<file path="src/rtl/mm_enc_pkg.sv">
package mm_enc_pkg;

   // Width of a row or column index (at least one bit).
   function automatic int idx_width(input int n);
      return (n > 1) ? $clog2(n) : 1;
   endfunction

   // Number of adder levels needed to reduce n terms to one.
   function automatic int tree_depth(input int n);
      return (n > 1) ? $clog2(n) : 0;
   endfunction

   // Internal sum width: one bit of growth per tree level plus guard.
   function automatic int sum_width(input int coef_w, input int n);
      return coef_w + tree_depth(n) + 1;
   endfunction

endpackage

</file>
<file path="src/rtl/mm_coef_bank.sv">
module mm_coef_bank
   import mm_enc_pkg::*;
#(
   parameter int N_LINES = 3,
   parameter int COEF_W  = 8,
   parameter int IDX_W   = 2
)(
   input  logic                               clk,
   input  logic                               rst_n,
   input  logic                               cfg_we,
   input  logic [IDX_W-1:0]                   cfg_row,
   input  logic [IDX_W-1:0]                   cfg_col,
   input  logic [COEF_W-1:0]                  cfg_data,
   input  logic                               take,
   output logic [N_LINES*N_LINES*COEF_W-1:0]  act_flat
);

   localparam logic [IDX_W:0] LIMIT = (IDX_W+1)'(N_LINES);

   logic [COEF_W-1:0] shadow [N_LINES][N_LINES];
   logic [COEF_W-1:0] active [N_LINES][N_LINES];
   logic              addr_ok;

   assign addr_ok = ({1'b0, cfg_row} < LIMIT) && ({1'b0, cfg_col} < LIMIT);

   // Shadow bank: collects writes at any time.
   always_ff @(posedge clk) begin
      if (!rst_n) begin
         for (int r = 0; r < N_LINES; r++)
            for (int c = 0; c < N_LINES; c++)
               shadow[r][c] <= '0;
      end else if (cfg_we && addr_ok) begin
         shadow[cfg_row][cfg_col] <= cfg_data;
      end
   end

   // Working bank: refreshed only on the edge that accepts a symbol.
   always_ff @(posedge clk) begin
      if (!rst_n) begin
         for (int r = 0; r < N_LINES; r++)
            for (int c = 0; c < N_LINES; c++)
               active[r][c] <= '0;
      end else if (take) begin
         active <= shadow;
      end
   end

   for (genvar r = 0; r < N_LINES; r++) begin : g_row
      for (genvar c = 0; c < N_LINES; c++) begin : g_col
         assign act_flat[(r*N_LINES + c)*COEF_W +: COEF_W] = active[r][c];
      end
   end

   assert_cfg_store_R7: assert property (@(posedge clk) disable iff (!rst_n)
      (cfg_we && addr_ok) |=> shadow[$past(cfg_row)][$past(cfg_col)] == $past(cfg_data));

   assert_bank_frozen_R8: assert property (@(posedge clk) disable iff (!rst_n)
      !take |=> $stable(act_flat));

endmodule

</file>
<file path="src/rtl/mm_line_sum.sv">
module mm_line_sum
   import mm_enc_pkg::*;
#(
   parameter int N_LINES = 3,
   parameter int COEF_W  = 8,
   parameter int SUM_W   = 11
)(
   input  logic [N_LINES-1:0]         bits,
   input  logic [N_LINES*COEF_W-1:0]  row_coefs,
   output logic signed [SUM_W-1:0]    sum
);

   localparam int LV     = tree_depth(N_LINES);
   localparam int LEAVES = 1 << LV;

   // Heap-ordered tree: node 1 is the root, leaves start at LEAVES.
   logic signed [SUM_W-1:0] node [1:2*LEAVES-1];

   for (genvar k = 0; k < LEAVES; k++) begin : g_leaf
      if (k < N_LINES) begin : g_gated
         logic signed [COEF_W-1:0] coef;
         assign coef = row_coefs[k*COEF_W +: COEF_W];
         // One bit times a coefficient is a plain AND per bit.
         assign node[LEAVES + k] = {SUM_W{bits[k]}} & SUM_W'(coef);
      end else begin : g_pad
         assign node[LEAVES + k] = '0;
      end
   end

   for (genvar p = 1; p < LEAVES; p++) begin : g_add
      assign node[p] = node[2*p] + node[2*p + 1];
   end

   assign sum = node[1];

endmodule

</file>
<file path="src/rtl/mm_dac_quant.sv">
module mm_dac_quant #(
   parameter int SUM_W  = 11,
   parameter int FRAC_W = 3,
   parameter int DAC_W  = 5
)(
   input  logic signed [SUM_W-1:0] sum,
   output logic [DAC_W-1:0]        code
);

   localparam int QW = SUM_W + 2;
   localparam logic signed [QW-1:0] MID = QW'(2**(DAC_W-1));
   localparam logic signed [QW-1:0] TOP = QW'(2**DAC_W - 1);

   logic signed [QW-1:0] q;
   logic signed [QW-1:0] biased;

   if (FRAC_W == 0) begin : g_integer
      assign q = QW'(sum);
   end else begin : g_round
      localparam logic signed [QW-1:0] HALF = QW'(2**(FRAC_W-1));
      logic signed [QW-1:0] wide, mag, rnd;
      logic                 neg;
      assign wide = QW'(sum);
      assign neg  = sum[SUM_W-1];
      assign mag  = neg ? -wide : wide;
      assign rnd  = (mag + HALF) >>> FRAC_W;
      assign q    = neg ? -rnd : rnd;
   end

   always_comb begin
      biased = q + MID;
      if (biased[QW-1])
         code = '0;
      else if (biased > TOP)
         code = '1;
      else
         code = biased[DAC_W-1:0];
   end

endmodule

</file>
<file path="src/rtl/mm_line_encoder.sv">
module mm_line_encoder
   import mm_enc_pkg::*;
#(
   parameter int N_LINES = 3,
   parameter int DAC_W   = 5,
   parameter int COEF_W  = 8,
   parameter int FRAC_W  = 3,
   localparam int IDX_W  = idx_width(N_LINES)
)(
   input  logic                        clk,
   input  logic                        rst_n,
   input  logic                        in_valid,
   input  logic [N_LINES-1:0]          in_bits,
   input  logic                        cfg_we,
   input  logic [IDX_W-1:0]            cfg_row,
   input  logic [IDX_W-1:0]            cfg_col,
   input  logic [COEF_W-1:0]           cfg_data,
   output logic                        out_valid,
   output logic [N_LINES*DAC_W-1:0]    out_codes
);

   localparam int SUM_W = sum_width(COEF_W, N_LINES);
   localparam int ROW_W = N_LINES * COEF_W;
   localparam logic [DAC_W-1:0] MID_CODE = DAC_W'(2**(DAC_W-1));
   localparam logic [N_LINES*DAC_W-1:0] MID_ALL = {N_LINES{MID_CODE}};

   // Elaboration-time parameter checks.
   if (N_LINES < 1) begin : g_chk_lines
      $error("mm_line_encoder: N_LINES must be at least 1");
   end
   if (DAC_W <= N_LINES) begin : g_chk_dac
      $error("mm_line_encoder: DAC_W must exceed N_LINES");
   end
   if (COEF_W < 2) begin : g_chk_coef
      $error("mm_line_encoder: COEF_W must be at least 2");
   end
   if (FRAC_W < 0 || FRAC_W >= COEF_W) begin : g_chk_frac
      $error("mm_line_encoder: FRAC_W must lie in 0..COEF_W-1");
   end

   logic                          s1_valid;
   logic [N_LINES-1:0]            s1_bits;
   logic [N_LINES*ROW_W-1:0]      act_flat;
   logic signed [SUM_W-1:0]       line_sum  [N_LINES];
   logic [DAC_W-1:0]              line_code [N_LINES];

   // Stage 1: register the symbol.
   always_ff @(posedge clk) begin
      if (!rst_n) begin
         s1_valid <= 1'b0;
         s1_bits  <= '0;
      end else begin
         s1_valid <= in_valid;
         if (in_valid) s1_bits <= in_bits;
      end
   end

   mm_coef_bank #(
      .N_LINES (N_LINES),
      .COEF_W  (COEF_W),
      .IDX_W   (IDX_W)
   ) u_bank (
      .clk      (clk),
      .rst_n    (rst_n),
      .cfg_we   (cfg_we),
      .cfg_row  (cfg_row),
      .cfg_col  (cfg_col),
      .cfg_data (cfg_data),
      .take     (in_valid),
      .act_flat (act_flat)
   );

   for (genvar i = 0; i < N_LINES; i++) begin : g_line
      mm_line_sum #(
         .N_LINES (N_LINES),
         .COEF_W  (COEF_W),
         .SUM_W   (SUM_W)
      ) u_sum (
         .bits      (s1_bits),
         .row_coefs (act_flat[i*ROW_W +: ROW_W]),
         .sum       (line_sum[i])
      );

      mm_dac_quant #(
         .SUM_W  (SUM_W),
         .FRAC_W (FRAC_W),
         .DAC_W  (DAC_W)
      ) u_quant (
         .sum  (line_sum[i]),
         .code (line_code[i])
      );
   end

   // Stage 2: register the quantized codes.
   always_ff @(posedge clk) begin
      if (!rst_n) begin
         out_valid <= 1'b0;
         out_codes <= '0;
      end else begin
         out_valid <= s1_valid;
         if (s1_valid) begin
            for (int i = 0; i < N_LINES; i++)
               out_codes[i*DAC_W +: DAC_W] <= line_code[i];
         end
      end
   end

   assert_fill_latency_R2: assert property (@(posedge clk) disable iff (!rst_n)
      in_valid |-> ##2 out_valid);

   assert_gap_latency_R2: assert property (@(posedge clk) disable iff (!rst_n)
      !in_valid |-> ##2 !out_valid);

   assert_hold_codes_R9: assert property (@(posedge clk) disable iff (!rst_n)
      !s1_valid |=> $stable(out_codes));

   assert_zero_midscale_R4: assert property (@(posedge clk) disable iff (!rst_n)
      (s1_valid && s1_bits == '0) |=> (out_codes == MID_ALL));

endmodule

</file>
<file path="config.mk">
export PLATFORM = sky130hd
export DESIGN_NAME = mm_line_encoder
export DESIGN_NICKNAME = d
export VERILOG_FILES = /design/src/rtl/mm_enc_pkg.sv /design/src/rtl/mm_coef_bank.sv /design/src/rtl/mm_line_sum.sv /design/src/rtl/mm_dac_quant.sv /design/src/rtl/mm_line_encoder.sv
export SDC_FILE = /design/constraint.sdc
export NUM_CORES = 1
export LEC_CHECK = 0
export CORE_MARGIN = 4
export CORE_UTILIZATION = 55
export CTS_BUF_LIST = sky130_fd_sc_hd__clkbuf_2
export DETAILED_ROUTE_END_ITERATION = 10
export GPL_ROUTABILITY_DRIVEN = 0
export PLACE_DENSITY = 0.78
export SLEW_MARGIN = 20
export SYNTH_ARGS = -nofsm -noshare
export SYNTH_HDL_FRONTEND = slang
export SYNTH_SLANG_ARGS = --single-unit
</file>
<file path="constraint.sdc">
create_clock -name clk -period 8 [get_ports clk]
set_clock_uncertainty 0.1 [all_clocks]
set_input_delay 1.6 -clock clk [delete_from_list [all_inputs] [get_ports clk]]
set_output_delay 1.6 -clock clk [all_outputs]
set_load 0.1 [all_outputs]
</file>
# [After elaboration in Yosys (flattened, before gate mapping)]
# Cells that the tools add are included.
[word_totals] wordCells=81 ff_bits=164
[op_classes] addsub=18 bitwise_logic=11 reduce_logical=4 mux=17 order_cmp=9
[op_table] op="$and 11x11->11" count=9
[op_table] op="$mux 13" count=6
[op_table] op="$bwmux 72" count=1
[op_table] op="$add 11x11->11" count=6
[op_table] op="$demux 24 s2" count=1
[op_table] op="$add 13x4->13 const B" count=3
[op_table] op="$add 13x6->13 const B" count=3
[op_table] op="$gt 13x6->1 const B" count=3
[op_table] op="$neg 10->13" count=3
[op_table] op="$neg 11->13" count=3
[op_table] op="$mux 5" count=6
[op_table] op="$mux 24" count=1
[op_table] op="$demux 8 s2" count=1
[op_table] op="$mux 8" count=1
[op_table] op="$ge 3x3->1 const B" count=2
[op_table] op="$lt 3x1->1 const B" count=2
[op_table] op="$not 2->3" count=2
[op_table] op="$logic_and 1x1->1" count=4
[op_table] op="$lt 2x2->1 const B" count=2

# [Logic depth before layout (Yosys ltp)]
# Gate-level depths: netlist of run 1.
[logic_depth] word_depth=12 ltp_mapped=27

# [By module]
# From an unflattened synthesis of run 1, not the netlist that was laid out.
[hier_totals] cells_unflattened=1232 area_unflattened_um2=11099.4
[by_module_without_submodules] mod="mm_coef_bank" cells_per_inst=484 instances=1 seq_area_each_um2=2882.8 area_each_um2=5381.4
[by_module_without_submodules] mod="mm_dac_quant at g_line[0].u_quant ..." cells_per_inst=129 instances=2 seq_area_each_um2=0.0 area_each_um2=920.9
[by_module_without_submodules] mod="mm_dac_quant at g_line[2].u_quant" cells_per_inst=151 instances=1 seq_area_each_um2=0.0 area_each_um2=1089.8
[by_module_without_submodules] mod="mm_line_encoder" cells_per_inst=62 instances=1 seq_area_each_um2=400.4 area_each_um2=745.7
[by_module_without_submodules] mod="mm_line_sum at g_line[0].u_sum" cells_per_inst=94 instances=1 seq_area_each_um2=0.0 area_each_um2=695.7
[by_module_without_submodules] mod="mm_line_sum at g_line[2].u_sum" cells_per_inst=94 instances=1 seq_area_each_um2=0.0 area_each_um2=678.2
[by_module_without_submodules] mod="mm_line_sum at g_line[1].u_sum" cells_per_inst=89 instances=1 seq_area_each_um2=0.0 area_each_um2=666.9

# [Worst setup path before layout of run 1]
# No wires, ideal clock.
[synth_path] path_kind="reg2reg" start="reg s1_bits[2]" end="reg out_codes[6]" t_arrival_ps=5784 setup_slack_ps=2042 period_less_slack_ps=5958 t_required_ps=7826 stages_incl_launch_ff=25 setup_ps=74 path_buffers=2 path_cell_list="dfxtp_1 > clkbuf_1 > nand2_1 > fa_1 > inv_1 > ha_1 > and2_4 > a221oi_1 > nand3_1 > and2_0 > clkbuf_1 > nor2_1 > xnor2_1 > ha_1 > xnor3_1 > xnor2_1 > ha_1 > inv_1 > a32oi_1 > xnor2_1 > ha_1 > inv_1 > or4_1 > o221a_1 > a31oi_1"
[synth_via] elab_chain_cells=11
[synth_lines] item="start, declared" line="mm_line_encoder.sv:42" source="logic [N_LINES-1:0] s1_bits;"
[synth_lines] item="start signal, assigned" line="mm_line_encoder.sv:54" source="if (in_valid) s1_bits <= in_bits;"
[synth_lines] item="$and 11x11->11 (*)" line="mm_line_sum.sv:24" source="assign node[LEAVES + k] = {SUM_W{bits[k]}} & SUM_W'(coef);"
[synth_lines] item="$add 11x11->11 (*)" line="mm_line_sum.sv:31" source="assign node[p] = node[2*p] + node[2*p + 1];"
[synth_lines] item="$neg 11->13" line="mm_dac_quant.sv:25" source="assign mag = neg ? -wide : wide;"
[synth_lines] item="$mux 13" line="mm_dac_quant.sv:25"
[synth_lines] item="$add 13x4->13" line="mm_dac_quant.sv:26" source="assign rnd = (mag + HALF) >>> FRAC_W;"
[synth_lines] item="$neg 10->13" line="mm_dac_quant.sv:27" source="assign q = neg ? -rnd : rnd;"
[synth_lines] item="$mux 13 (*)" line="mm_dac_quant.sv:27"
[synth_lines] item="$add 13x6->13 (*)" line="mm_dac_quant.sv:31" source="biased = q + MID;"
[synth_lines] item="$gt 13x6->1" line="mm_dac_quant.sv:34" source="else if (biased > TOP)"
[synth_lines] item="$mux 5" line="mm_dac_quant.sv:34"
[synth_lines] item="$mux 5 (*)" line="mm_dac_quant.sv:32" source="if (biased[QW-1])"
[synth_lines] item="end signal, assigned by index" line="mm_line_encoder.sv:103" source="out_codes[i*DAC_W +: DAC_W] <= line_code[i];"
[synth_lines] item="end, declared" line="mm_line_encoder.sv:19" source="output logic [N_LINES*DAC_W-1:0] out_codes"
# Every way passes the cells marked *; elsewhere a longest branch is shown, timed or not.
# A chain may end at the register's enable or synchronous reset.

# [Worst setup path after layout of run 1]
[layout_path] start="reg s1_bits[1]" end="reg out_codes[5]"
[layout_via] elab_chain_cells=12
[layout_lines] item="$and 11x11->11 (*)" line="mm_line_sum.sv:24"
[layout_lines] item="$add 11x11->11 (*) (2 in a row)" line="mm_line_sum.sv:31"
[layout_lines] item="$neg 11->13" line="mm_dac_quant.sv:25"
[layout_lines] item="$mux 13" line="mm_dac_quant.sv:25"
[layout_lines] item="$add 13x4->13" line="mm_dac_quant.sv:26"
[layout_lines] item="$neg 10->13" line="mm_dac_quant.sv:27"
[layout_lines] item="$mux 13 (*)" line="mm_dac_quant.sv:27"
[layout_lines] item="$add 13x6->13 (*)" line="mm_dac_quant.sv:31"
[layout_lines] item="$gt 13x6->1" line="mm_dac_quant.sv:34"
[layout_lines] item="$mux 5" line="mm_dac_quant.sv:34"
[layout_lines] item="$mux 5 (*)" line="mm_dac_quant.sv:32"
# Marked as above.

==> run_results.csv, run 1 <==
group,metric,value,unit
timing,slew_violations,0,
cells_and_area,layout_common_cells,"dfxtp_1 (164), mux2i_1 (153), nor2_1 (111)",
cts,ctsHoldBuffers,0,
power,p_per_area,117,nW/um2
worst_setup_path,critPathKind,"reg2reg",
timing,max_slew_margin,26.5,%
timing,rsz0062_at_grt,"no",
worst_setup_path,crit_slowest_cell,"dfxtp_1",
cts,cts_tree,"done",
timing,clock.fmax,0.142,GHz
placement,place_hpwl,17300,um
floorplanning,dieArea,22000,um2
cts,clock-sinks,164,
drt,viasPerCell,5.66,
cts,ctsRootBufferMaster,"clkbuf_2",
placement,post-place-ws,1.05,ns
synthesis,syn_nets,1326,
floorplanning,rows,51,
floorplanning,die_width,148,um
worst_setup_path,worstSetupEndpointType,"flip-flop",
synthesis,synth_edf_count,0,
placement,io_buffers,34,
cts,post_cts_buffers,0,
timing,hold_violations,0,
synthesis,syn_avg_cell_area,8.70,um2
synthesis,ys_warn_count,0,
run,maxCapViolCount,0,
timing,tns,0,ns
cells_and_area,fin_util,59.5,%
worst_setup_path,cp_common_cell,"ha_1",
synthesis,postSynthCellCount,1244,
cts,cts_htree_levels,4,
worst_setup_path,cp_max_fo,21,
power,power,1.35,mW
timing,tightest_slew,1.10,ns
worst_setup_path,slowest_delay,0.92,ns
synthesis,syn-cell-area,10800,um2
drt,first_iter_violations,461,
worst_setup_path,arrival,7.59,ns
synthesis,ys_types,92,
global_routing,grt_pass1_vias,8279,
global_routing,grt_overflow_total,0,
global_routing,antenna_found_initial,0,
power,ir_worst_vdd,0.121,mV
power,p_leak,4.94,nW
floorplanning,die_h,148,um
timing,setup_viol,0,
worst_setup_path,path_cells,"and2_1 > fa_1 > ha_1 > and2_4 > a221oi_1 > nand3_1 > and2_0 > nor2_1 > xnor2_1 > ha_1 > xnor3_1 > xnor2_1 > ha_1 > inv_1 > a32oi_1 > xnor2_1 > ha_1 > inv_1 > or4_1 > o221a_1 > a31oi_1",
drt,drt-total-wl,23600,um
timing,postLayoutSetupSlackWorst,0.980,ns
worst_hold_path,hp-class,"reg2reg",
drt,avgRoutedWirePerCell,15.4,um
cells_and_area,drive_above_1_share,5.61,%
global_routing,grt_max_degree,106,
worst_setup_path,worstPathRequired,8.57,ns
cts,ctsResizeCount,0,
cells_and_area,register_area,3280,um2
timing,min_period_over_period,87.8,%
cells_and_area,layout.nets,1334,
cells_and_area,final_common_cell,"dfxtp_1",
global_routing,grt_pass1_wl,39600,um
drt,ant_nets,0,
drt,num_vias,8661,
cts,path_clk_slew,0.25,ns
global_routing,grt_usage,21.6,%
floorplanning,ios,35,
worst_setup_path,crit_path_start_kind,"flip-flop",
floorplanning,start_util,55.8,%
synthesis,yosysSeqAreaShare,30.3,%
cells_and_area,diodes,0,
synthesis,synth_ff_type,"dfxtp_1",
cells_and_area,fillers,1758,
cts,clockBufferDepth,2,
worst_setup_path,r2r_slack,0.98,ns
synthesis,async_flop_share,0,%
synthesis,synth_seq_cells,164,
cells_and_area,multi_input_area,7130,um2
cts,cts_made_buffers,17,
cts,clk-insertion-delay-late,0.73,ns
cells_and_area,layout-area-overhead-vs-synth,6.69,%
floorplanning,core_area,19400,um2
outcome,status,"completed",
drt,route.detailed.drc,0,
drt,dr.pass1.iters,5,
timing,post-route-min-period,7.02,ns
-- power by group --
group / switching [mW] / internal (mW)
sequential: 0.0102 / 0.829
combinational: 0.0652 / 0.0436
clock: 0.309 / 0.0907
total: 0.384 / 0.963
-- flip-flops by register name (all words and copies together), names as in the netlist --
register         flops
out_codes           15
out_valid            1
s1_bits              3
s1_valid             1
u_bank.act_flat     72
u_bank.shadow       72
-- cells by family (layout without fill, tap and decap cells) --
group / count (synthesis) / in the layout / synth area share [%]
multiplexers: 157 / 157 / 14.6
XOR/XNOR: 51 / 51 / 4.63
buffers and inverters: 107 / 128 / 3.83
AO/OA/AOI/OAI: 208 / 208 / 13.6
AND/OR/NAND/NOR: 494 / 494 / 23.9
flip-flops: 164 / 164 / 30.3
adder cells (fa/ha/maj): 63 / 63 / 9.15
-- final cells by class --
type	count	area share, %
tap	265	2.87
sequential	164	28.4
clock inverter	14	1.05
multi-input combinational	973	61.7
timing repair buffer	42	3.40
clock buffer	18	0.780
inverter	54	1.75
-- cell usage after synthesis, types with 6 or more instances --
master / count / share of area, %
a211oi_1: 12 / 0.83
a21o_1: 13 / 0.90
a21oi_1: 42 / 1.9
a31oi_1: 11 / 0.64
and2_1: 35 / 2.0
and3_1: 12 / 0.69
and4_1: 7 / 0.57
buf_1: 8 / 0.28
clkbuf_1: 39 / 1.4
dfxtp_1: 164 / 30
fa_1: 27 / 5.0
ha_1: 36 / 4.2
inv_1: 53 / 1.8
mux2i_1: 153 / 14
nand2_1: 102 / 3.5
nand2b_1: 16 / 0.92
nand3_1: 25 / 1.2
nor2_1: 111 / 3.8
nor2b_1: 108 / 6.2
nor3_1: 20 / 0.92
nor3b_1: 6 / 0.42
nor4_1: 7 / 0.40
o211ai_1: 6 / 0.42
o21a_1: 9 / 0.62
o21ai_0: 39 / 1.8
or2_2: 8 / 0.46
or3_1: 7 / 0.40
xnor2_1: 36 / 2.9
xor2_1: 11 / 0.89
-- metrics by stage --
step / hold WS, ns / instances / cell area (um2)
detailed placement: 0.351 / 1498 / 11300
finish: 0.383 / 1530 / 11600
global placement: 0.341 / 1498 / 11300
CTS: 0.388 / 1530 / 11600
floorplan: 0.360 / 1244 / 10800
global route: 0.426 / 1530 / 11600
-- critical path, delay by kind of cell, from the launching register on --
family / cells / cell delay [ns]
and+or+nand+nor: 6 / 1.84
adders and majority gates: 5 / 1.63
xor gates and xnor gates: 4 / 1.20
AOI/OAI and AO/OA: 4 / 1.10
DFF: 1 / 0.92
buffers and inverters: 2 / 0.19
-- metal layers --
layer | track usage (%) | vias up | share of wire, %
met5 | 0 | - | 0
met2 | 35.3 | 174 | 45
met4 | 4.67 | 0 | 1.2
met3 | 3.53 | 26 | 3.8
met1 | 30.5 | 4087 | 50
li1 | - | 4374 | -
-- worst paths after layout --
| check | cells after the start | to | from |
|---|---|---|---|
| setup / recovery | 21 | out_codes[5] | s1_bits[1] |
| hold / removal | 2 | out_codes[3] | out_codes[3] |
| setup reg to reg | 21 | out_codes[5] | s1_bits[1] |
| hold reg to reg | 2 | out_codes[3] | out_codes[3] |
Note: power is estimated with default switching activity, not from simulation.
==> inputs of run 2 (changes only) <==
Settings changed: SLEW_MARGIN 20 to not set.
==> results of run 2 <==
No change in the layout: final DEF, timing and power equal those of run 1.
